$ cat config.mk
export PLATFORM = sky130hd
export DESIGN_NAME = dev_wr_guard
export DESIGN_NICKNAME = d
export VERILOG_FILES = /design/src/rtl/dwg_pkg.sv /design/src/rtl/dwg_region_decode.sv /design/src/rtl/dwg_attr_rule.sv /design/src/rtl/dwg_fwd.sv /design/src/rtl/dwg_err_capture.sv /design/src/rtl/dev_wr_guard.sv
export SDC_FILE = /design/constraint.sdc
export NUM_CORES = 1
export LEC_CHECK = 0
export BUFFER_PORTS_ARGS = -buffer_cell sky130_fd_sc_hd__buf_2
export CELL_PAD_IN_SITES_DETAIL_PLACEMENT = 1
export CELL_PAD_IN_SITES_GLOBAL_PLACEMENT = 2
export CORE_MARGIN = 5
export CORE_UTILIZATION = 28
export CTS_CLUSTER_SIZE = 8
export DETAILED_ROUTE_END_ITERATION = 10
export GPL_TIMING_DRIVEN = 0
export PLACE_DENSITY = 0.93
export SYNTH_ARGS = -nofsm -noshare
export SYNTH_HDL_FRONTEND = slang
export SYNTH_SLANG_ARGS = --single-unit
$ cat constraint.sdc
create_clock -name clk -period 2.5 [get_ports clk]
set_input_delay 0.375 -clock clk [delete_from_list [all_inputs] [get_ports clk]]
set_output_delay 0.375 -clock clk [all_outputs]
set_load 0.03 [all_outputs]
$ cat src/rtl/dwg_pkg.sv
// Package: shared types for the device write attribute checker.
// Assumes a 2-bit attribute field on the request side.
package dwg_pkg;
    // Device memory attribute, strictest first
    typedef enum logic [1:0] {
        ATTR_NG_NR_NE = 2'b00,
        ATTR_NG_NR_E  = 2'b01,
        ATTR_NG_R_E   = 2'b10,
        ATTR_G_R_E    = 2'b11
    } dev_attr_e;

    // Region class of an address
    typedef enum logic [1:0] {
        REG_NONE   = 2'd0,
        REG_PERIPH = 2'd1,
        REG_PCIE   = 2'd2
    } region_e;

    // Forwarding state
    typedef enum logic [1:0] {
        ST_IDLE = 2'd0,
        ST_SEND = 2'd1,
        ST_WACK = 2'd2
    } fwd_state_e;
endpackage

$ cat src/rtl/dwg_region_decode.sv
// Module: maps an address to a region class.
// Assumes inclusive bounds; peripheral windows win over the PCIe window.
module dwg_region_decode
    import dwg_pkg::*;
#(
    parameter int AW = 16,
    parameter int NPERIPH = 2,
    parameter logic [NPERIPH*AW-1:0] PERIPH_BASE = {16'h3000, 16'h1000},
    parameter logic [NPERIPH*AW-1:0] PERIPH_LAST = {16'h33FF, 16'h1FFF},
    parameter logic [AW-1:0] PCIE_BASE = 16'h8000,
    parameter logic [AW-1:0] PCIE_LAST = 16'hBFFF
) (
    input  logic [AW-1:0] addr,
    output region_e       region
);
    logic [NPERIPH-1:0] win_hit;

    // One comparator pair per peripheral window
    for (genvar g = 0; g < NPERIPH; g++) begin : g_win
        localparam logic [AW-1:0] LO = PERIPH_BASE[g*AW +: AW];
        localparam logic [AW-1:0] HI = PERIPH_LAST[g*AW +: AW];
        assign win_hit[g] = (addr >= LO) && (addr <= HI);
    end

    logic pcie_hit;
    assign pcie_hit = (addr >= PCIE_BASE) && (addr <= PCIE_LAST);

    // Priority select of the region class
    always_comb begin
        if (|win_hit)     region = REG_PERIPH;
        else if (pcie_hit) region = REG_PCIE;
        else               region = REG_NONE;
    end
endmodule

$ cat src/rtl/dwg_attr_rule.sv
// Module: decides whether an attribute is legal for a region.
// Peripherals need the strictest type; PCIe needs exactly early-ack, no gather/reorder.
module dwg_attr_rule
    import dwg_pkg::*;
(
    input  region_e   region,
    input  dev_attr_e attr,
    output logic      allow,
    output logic      posted
);
    // Exact-match rule per region, both directions refused
    always_comb begin
        allow  = 1'b0;
        posted = 1'b0;
        unique case (region)
            REG_PERIPH: allow = (attr == ATTR_NG_NR_NE);
            REG_PCIE: begin
                allow  = (attr == ATTR_NG_NR_E);
                posted = 1'b1;
            end
            default: allow = 1'b0;
        endcase
    end
endmodule

$ cat src/rtl/dwg_fwd.sv
// Module: accepts requests, holds forwarded writes for the fabric and
// generates responses. Assumes one outstanding write at a time.
module dwg_fwd
    import dwg_pkg::*;
#(
    parameter int AW = 16,
    parameter int DW = 32,
    localparam int SW = DW / 8
) (
    input  logic          clk,
    input  logic          rst_n,
    input  logic          req_valid,
    output logic          req_ready,
    input  logic [AW-1:0] req_addr,
    input  logic [DW-1:0] req_data,
    input  logic [SW-1:0] req_strb,
    input  logic          allow,
    input  logic          posted,
    output logic          rsp_valid,
    output logic          rsp_err,
    output logic          drop,
    output logic          dn_valid,
    input  logic          dn_ready,
    output logic [AW-1:0] dn_addr,
    output logic [DW-1:0] dn_data,
    output logic [SW-1:0] dn_strb,
    output logic          dn_posted,
    input  logic          dn_ack
);
    fwd_state_e state;
    logic       take;

    assign req_ready = (state == ST_IDLE);
    assign take      = req_valid && req_ready;
    assign drop      = take && !allow;
    assign dn_valid  = (state == ST_SEND);

    // Response: drops and posted writes at acceptance, non-posted on ack
    always_comb begin
        rsp_valid = (take && (!allow || posted)) || ((state == ST_WACK) && dn_ack);
        rsp_err   = drop;
    end

    // State sequencing for a single forwarded write
    always_ff @(posedge clk) begin
        if (!rst_n) begin
            state <= ST_IDLE;
        end else begin
            unique case (state)
                ST_IDLE: if (take && allow) state <= ST_SEND;
                ST_SEND: if (dn_ready) state <= dn_posted ? ST_IDLE : ST_WACK;
                ST_WACK: if (dn_ack) state <= ST_IDLE;
                default: state <= ST_IDLE;
            endcase
        end
    end

    // Payload hold register, loaded on an allowed acceptance
    always_ff @(posedge clk) begin
        if (!rst_n) begin
            dn_addr   <= '0;
            dn_data   <= '0;
            dn_strb   <= '0;
            dn_posted <= 1'b0;
        end else if (take && allow) begin
            dn_addr   <= req_addr;
            dn_data   <= req_data;
            dn_strb   <= req_strb;
            dn_posted <= posted;
        end
    end
endmodule

$ cat src/rtl/dwg_err_capture.sv
// Module: sticky error flag with first-offender address.
// Assumes a drop in a clearing cycle should be kept.
module dwg_err_capture #(
    parameter int AW = 16
) (
    input  logic          clk,
    input  logic          rst_n,
    input  logic          drop,
    input  logic [AW-1:0] drop_addr,
    input  logic          err_clr,
    output logic          err_flag,
    output logic [AW-1:0] err_addr
);
    // Capture first drop; clear on request unless a drop coincides
    always_ff @(posedge clk) begin
        if (!rst_n) begin
            err_flag <= 1'b0;
            err_addr <= '0;
        end else if (drop && (!err_flag || err_clr)) begin
            err_flag <= 1'b1;
            err_addr <= drop_addr;
        end else if (err_clr) begin
            err_flag <= 1'b0;
        end
    end
endmodule

$ cat src/rtl/dev_wr_guard.sv
// Module: top of the device write attribute checker.
// Decodes the region, applies the attribute rule, forwards or drops the
// write and records errors. Assumes requests hold stable while unaccepted.
module dev_wr_guard
    import dwg_pkg::*;
#(
    parameter int AW = 16,
    parameter int DW = 32,
    parameter int NPERIPH = 2,
    parameter logic [NPERIPH*AW-1:0] PERIPH_BASE = {16'h3000, 16'h1000},
    parameter logic [NPERIPH*AW-1:0] PERIPH_LAST = {16'h33FF, 16'h1FFF},
    parameter logic [AW-1:0] PCIE_BASE = 16'h8000,
    parameter logic [AW-1:0] PCIE_LAST = 16'hBFFF,
    localparam int SW = DW / 8
) (
    input  logic          clk,
    input  logic          rst_n,
    input  logic          req_valid,
    output logic          req_ready,
    input  logic [AW-1:0] req_addr,
    input  logic [DW-1:0] req_data,
    input  logic [SW-1:0] req_strb,
    input  logic [1:0]    req_attr,
    output logic          rsp_valid,
    output logic          rsp_err,
    output logic          dn_valid,
    input  logic          dn_ready,
    output logic [AW-1:0] dn_addr,
    output logic [DW-1:0] dn_data,
    output logic [SW-1:0] dn_strb,
    output logic          dn_posted,
    input  logic          dn_ack,
    output logic          err_flag,
    output logic [AW-1:0] err_addr,
    input  logic          err_clr
);
    region_e region;
    logic    allow;
    logic    posted;
    logic    drop;

    dwg_region_decode #(
        .AW(AW), .NPERIPH(NPERIPH),
        .PERIPH_BASE(PERIPH_BASE), .PERIPH_LAST(PERIPH_LAST),
        .PCIE_BASE(PCIE_BASE), .PCIE_LAST(PCIE_LAST)
    ) u_dec (
        .addr(req_addr), .region(region)
    );

    dwg_attr_rule u_rule (
        .region(region), .attr(dev_attr_e'(req_attr)),
        .allow(allow), .posted(posted)
    );

    dwg_fwd #(.AW(AW), .DW(DW)) u_fwd (
        .clk(clk), .rst_n(rst_n),
        .req_valid(req_valid), .req_ready(req_ready),
        .req_addr(req_addr), .req_data(req_data), .req_strb(req_strb),
        .allow(allow), .posted(posted),
        .rsp_valid(rsp_valid), .rsp_err(rsp_err), .drop(drop),
        .dn_valid(dn_valid), .dn_ready(dn_ready),
        .dn_addr(dn_addr), .dn_data(dn_data), .dn_strb(dn_strb),
        .dn_posted(dn_posted), .dn_ack(dn_ack)
    );

    dwg_err_capture #(.AW(AW)) u_err (
        .clk(clk), .rst_n(rst_n),
        .drop(drop), .drop_addr(req_addr), .err_clr(err_clr),
        .err_flag(err_flag), .err_addr(err_addr)
    );
endmodule

# ---- Word-level counts from Yosys, hierarchy flattened
# Index checks and enable logic that the tools add are counted.
dict set report op_classes {
  magnitude_cmp 6
  n_eq_ne 8
  mux 11
  n_reduce_logical 19
}
# op n
set op_table {}
lappend op_table {{greater-or-equal comparator 16 x 13 -> 1 bit (second input constant)} 1}
lappend op_table {{greater-or-equal comparator 16 x 14 -> 1 bit (second input constant)} 1}
lappend op_table {{greater-or-equal comparator 16 bit (second input constant)} 1}
lappend op_table {{less-or-equal comparator 16 x 13 -> 1 bit (second input constant)} 1}
lappend op_table {{less-or-equal comparator 16 x 14 -> 1 bit (second input constant)} 1}
lappend op_table {{less-or-equal comparator 16 bit (second input constant)} 1}
lappend op_table {{two-way mux 2 bit} 6}
lappend op_table {{logical AND 1 bit} 9}
lappend op_table {{equality test 2 x 1 -> 1 bit (second input constant)} 3}
lappend op_table {{case mux 2 bit (3 select lines)} 1}
lappend op_table {{equality test 2 bit (second input constant)} 2}
lappend op_table {{zero test 2 bit} 2}
lappend op_table {{!= test 2 bit (second input constant)} 2}
lappend op_table {{logical OR 1 bit} 3}
lappend op_table {{two-way mux 1 bit} 3}
lappend op_table {{AND reduction 3 bit} 1}
lappend op_table {{zero test 1 bit} 2}
lappend op_table {{!= test 2 x 1 -> 1 bit (second input constant)} 1}
lappend op_table {{case mux 1 bit (2 select lines)} 1}
lappend op_table {{nonzero test 2 bit} 1}
lappend op_table {{OR reduction 2 bit} 1}
dict set report word_totals {
  reg_bits 72
  input_bits 60
  output_inout_bits 74
  wordCells 51
}

# ---- Depth between registers and ports, before layout
dict set report depth {
  ltp_word 10
  depth_mapped 6
  depth_no_buf 4
}

# ---- Cells and area by module
# A second synthesis with hierarchy kept.
dict set report unflattened {
  hier_cells 338
  area_unflattened_um2 2837.7
}
# mod instances cells_each area_per_inst_um2 seq_area_each_um2
set by_module_without_submodules {}
lappend by_module_without_submodules {dwg_fwd 1 254 2062.0 1101.1}
lappend by_module_without_submodules {dwg_err_capture 1 74 701.9 340.3}
lappend by_module_without_submodules {dwg_attr_rule 1 6 52.6 0.0}
lappend by_module_without_submodules {dwg_region_decode 1 4 21.3 0.0}

# ---- Worst setup path after synthesis
# Ideal clock, no wire load.
dict set report synth_timing {
  path_type {register to output}
  from {register u_fwd.state[1]}
  to {output rsp_valid}
  arrival_time_ns 1.729
  required_time_ns 2.125
  setup_slack_ns 0.396
  path_stages_with_launch 4
  n_path_buf 0
  path_cell_list {dfxtp_1 > nor2_1 > nand2_1 > o21ai_0}
}
dict set report synth_between {
  elab_chain_cells 4
  word_cells_on_any_way 6
  classes_between {1 x eq/ne; 5 x reduce/logical}
}
# item line_no
set synth_rtl {}
lappend synth_rtl {{start, declared} dwg_fwd.sv:30} ;# fwd_state_e state;
lappend synth_rtl {{start signal, assigned} dwg_fwd.sv:51} ;# ST_SEND: if (dn_ready) state <= dn_posted ? ST_IDLE : ST_WACK;
lappend synth_rtl {{zero test 2 bit} dwg_fwd.sv:33} ;# assign req_ready = (state == ST_IDLE);
lappend synth_rtl {{named net req_ready} dev_wr_guard.sv:19} ;# output logic req_ready,
lappend synth_rtl {{logical AND 1 bit} dwg_fwd.sv:34} ;# assign take = req_valid && req_ready;
lappend synth_rtl {{logical AND 1 bit} dwg_fwd.sv:40} ;# rsp_valid = (take && (!allow || posted)) || ((state == ST_WACK) && dn_ack);
lappend synth_rtl {{logical OR 1 bit} dwg_fwd.sv:40}
lappend synth_rtl {{end, declared} dev_wr_guard.sv:24} ;# output logic rsp_valid,
# The timed path passes the listed nets, and every way through them passes these cells.

# ---- Worst setup path in the final report
dict set report layout_timing {
  from {input req_addr[11]}
  to {output rsp_err}
}
dict set report layout_between {
  elab_chain_cells 8
  word_cells_on_any_way 17
  classes_between {6 x order compare; 2 x eq/ne; 3 x mux; 6 x reduce/logical}
}
# item line_no
set layout_rtl {}
lappend layout_rtl {{start, declared} dev_wr_guard.sv:20} ;# input logic [AW-1:0] req_addr,
lappend layout_rtl {{greater-or-equal comparator 16 x 13 -> 1 bit (tied with other cells)} dwg_region_decode.sv:22} ;# assign win_hit[g] = (addr >= LO) && (addr <= HI);
lappend layout_rtl {{logical AND 1 bit, on equally long branches} {dwg_region_decode.sv:22, dwg_region_decode.sv:26}}
lappend layout_rtl {{OR reduction 2 bit or two-way mux 2 bit (tied branches)} {dwg_region_decode.sv:30, dwg_region_decode.sv:31}}
lappend layout_rtl {{two-way mux 2 bit *} dwg_region_decode.sv:30} ;# if (|win_hit) region = REG_PERIPH;
lappend layout_rtl {{equality test 2 bit or equality test 2 x 1 -> 1 bit (tied branches)} dwg_attr_rule.sv:15} ;# unique case (region)
lappend layout_rtl {{case mux 1 bit (2 select lines) *} dwg_attr_rule.sv:15}
lappend layout_rtl {{zero test 1 bit *} dwg_fwd.sv:35} ;# assign drop = take && !allow;
lappend layout_rtl {{logical AND 1 bit *} dwg_fwd.sv:35}
lappend layout_rtl {{end, declared} dev_wr_guard.sv:25} ;# output logic rsp_err,
# Every way passes the cells marked *; elsewhere a longest branch is shown, timed or not.

==> impl_metrics.env <==
export IMPL_synth_top_cells_by_count="122 x nand2_1, 72 x dfxtp_1, 66 x mux2i_1"
export IMPL_setup_violations=0
export IMPL_worst_path_buf_inv=3
export IMPL_numPortBuffers=131
export IMPL_first_global_vias=2869
export IMPL_syn_to_final_growth_pct=37.2
export IMPL_die_height_microns=112
export IMPL_crit_chain="buf_2 > o21ai_0 > a21boi_2 > o21ai_0 > inv_1 > buf_2"
export IMPL_total_power_after_layout_uw=2770
export IMPL_numCtsBuffers=9
export IMPL_synthesis_area_per_instance_sq_um=9.52
export IMPL_fin_area_sq_mm=0.00404
export IMPL_grt_start_max_net_pins=13
export IMPL_maximum_buffer_depth_of_the_clock_tree=2
export IMPL_timing_max_transition_violations_final=0
export IMPL_detailedPlacementHpwl_microns=7040
export IMPL_dr_first_iter_drc_count=82
export IMPL_setup_repair_after_global_routing_missed_its_margin="no"
export IMPL_final_antenna_net_count=0
export IMPL_clk_insertion_delay_late_ns=0.36
export IMPL_drv_max_cap_violation_count=0
export IMPL_post_synth_instance_area_sq_mm=0.00294
export IMPL_postCtsSetupRepairBufs=0
export IMPL_detail_route_wirelength_microns=9120
export IMPL_critPathCaptureType="output pin"
export IMPL_routabilityCongestion=0.754
export IMPL_hold_viol_final=0
export IMPL_post_dp_cell_area_sq_mm=0.00377
export IMPL_routedWlPerCell_microns=15.4
export IMPL_core_rows=37
export IMPL_flop_and_latch_count_out_of_synthesis=72
export IMPL_synthFlopType="dfxtp_1"
export IMPL_crit_reg2reg_launch="u_fwd.state[1]"
export IMPL_top_level_port_count=134
export IMPL_min_from="req_data[6]"
export IMPL_proportion_of_synthesized_chip_area_in_sequential_cells_pct=49.0
export IMPL_grt_antenna_before_repair=0
export IMPL_synthesis_yosys_warnings=0
export IMPL_die_w_microns=112
export IMPL_timing_critical_path_arrival_ns=1.49
export IMPL_crit_path_start_kind="input port"
export IMPL_mappedNetlistNets=369
export IMPL_post_cts_resized=0
export IMPL_ys_types=23
export IMPL_number_of_detailed_route_iterations_in_the_first_pass=4
export IMPL_floorplan_initialDensity_pct=28.6
export IMPL_timing_worst_setup_path_type="in -> out"
export IMPL_synthesis_instances=309
export IMPL_core_area_sq_mm=0.0103
export IMPL_power_static_leakage_uw=0.00185
export IMPL_layout_fillers=1266
export IMPL_max_clock_freq_mhz=537
export IMPL_grt_util_all_layers_pct=15.0
export IMPL_tightestPinTransition_ns=0.585
export IMPL_synth_edff_count=0
export IMPL_worst_clock_skew_ns=0.0116
export IMPL_post_cts_hold_buffer_count=0
export IMPL_minimum_period_implied_by_the_final_worst_setup_slack_ns=1.86
export IMPL_min_path_type="in -> reg"
export IMPL_timing_slew_headroom_pct=61.0
export IMPL_cp_slowest_stage_delay_ns=0.35
export IMPL_viasPerCell=4.44
export IMPL_vdd_drop_max_mv=0.243
export IMPL_totalNegativeSetupSlack_ns=0
export IMPL_clk_pin_slew_ns=0.08
export IMPL_post_route_drc_count=0
export IMPL_worst_endpoint_required_ns=2.12
export IMPL_globalRoute_totalOverflow=0
export IMPL_slowest_stage="o21ai_0"
export IMPL_path_delay_family="compound AO/OA/AOI/OAI gates"
export IMPL_cts_num_sinks=72
export IMPL_hold_ws_ns=0.257
export IMPL_timing_final_crit_share_pct=74.4
export IMPL_postSynth_asyncResetShare_pct=0
export IMPL_grt_first_pass_wirelength_microns=15000
export IMPL_cts_htree_levels=3
export IMPL_antenna_diode_count=0
export IMPL_outcome="finished clean"
export IMPL_cts_root_buf="clkbuf_8"
export IMPL_drive_above_1_share_pct=34.6
export IMPL_synth_area_leader_cell="dfxtp_1"
export IMPL_synth_top_cell_area_share_pct=49.0
export IMPL_power_density_cell_area_mw_per_mm2=687
export IMPL_cts_tree="built"
export IMPL_yosys_cell_count_top_type="nand2_1"
export IMPL_synth_area_top_cells="dfxtp_1 49%, mux2i_1 22%, nand2_1 16%"
export IMPL_route_vias_total=2626
export IMPL_crit_path_start="req_addr[11]"
export IMPL_crit_fanout=4
export IMPL_num_nets_final=511
export IMPL_die_area_sq_mm=0.0127
export IMPL_rrSetupSlack_ns=0.98
[placed cells by master (no fill, tap or decap), types with 3 or more instances in the layout]
master,Yosys,final
buf_2,1,132
nand2_1,122,122
dfxtp_1,72,72
mux2i_1,66,66
clkbuf_1,14,15
clkbuf_8,0,10
buf_12,5,5
nor2_1,4,4
bufinv_16,0,4
o21ai_0,3,3
nand3b_1,3,3
o21a_1,3,3
[flip-flops by register name (all words and copies together), names as in the netlist]
| register | flops |
|---|---|
| u_fwd.dn_strb | 4 |
| u_fwd.dn_addr | 16 |
| u_err.err_flag | 1 |
| u_fwd.state | 2 |
| u_fwd.dn_posted | 1 |
| u_err.err_addr | 16 |
| u_fwd.dn_data | 32 |
[layer usage]
metal  global-route usage (%)  share of wire, %  vias up  routed length, microns
met2                     26.0                50       79                    4600
met5                        0                 0        -                       0
met1                     17.6                42     1241                    3830
met3                     4.42               6.1       13                     560
met4                     5.29               1.5        0                     138
li1                         -                 -     1293                       -
[cell type report]
class,count,area (sq um),share of cell area [%]
clock inverter,5,128,3.16
multi-input combinational,214,1320,32.6
inverter,1,3.75,0.0930
tap,136,170,4.22
sequential,72,1440,35.7
clock buffer,11,141,3.50
timing repair buffer,131,656,16.2
buffer,22,180,4.47
[path summary, 6_finish.rpt]
| check | to | cells past startpoint |
|---|---|---|
| hold reg to reg | u_fwd.dn_addr[14] | 2 |
| setup reg to reg | u_fwd.dn_data[23] | 6 |
| setup / recovery | rsp_err | 6 |
| hold / removal | u_fwd.dn_data[6] | 3 |
[cell families after synthesis]
group                  share of synthesized area (%)
AND/OR/NAND/NOR                                 19.0
flip-flops                                      49.0
multiplexers                                    22.5
AO/OA/AOI/OAI                                   3.23
buffers and inverters                           6.26
[tightest hold or removal path, cell delays in order]
cell     delay (ns)
buf_2          0.10
nand2_1        0.04
mux2i_1        0.05
[through the flow]
step                worst slack, ns  utilization (%)  cells
floorplan                     0.396                -    309
global placement              0.610             36.6    576
detailed placement            0.561             36.6    576
CTS                           0.550             39.3    592
global route                  0.432             39.3    592
finish                        0.639             39.3    592
[report_power, final]
group          internal [uW]  leakage, uW  switching (uW)
Sequential              1180     0.000584            16.9
Combinational            118      0.00114             208
Clock                    792     0.000130             457
(Power assumes the default switching activity.)
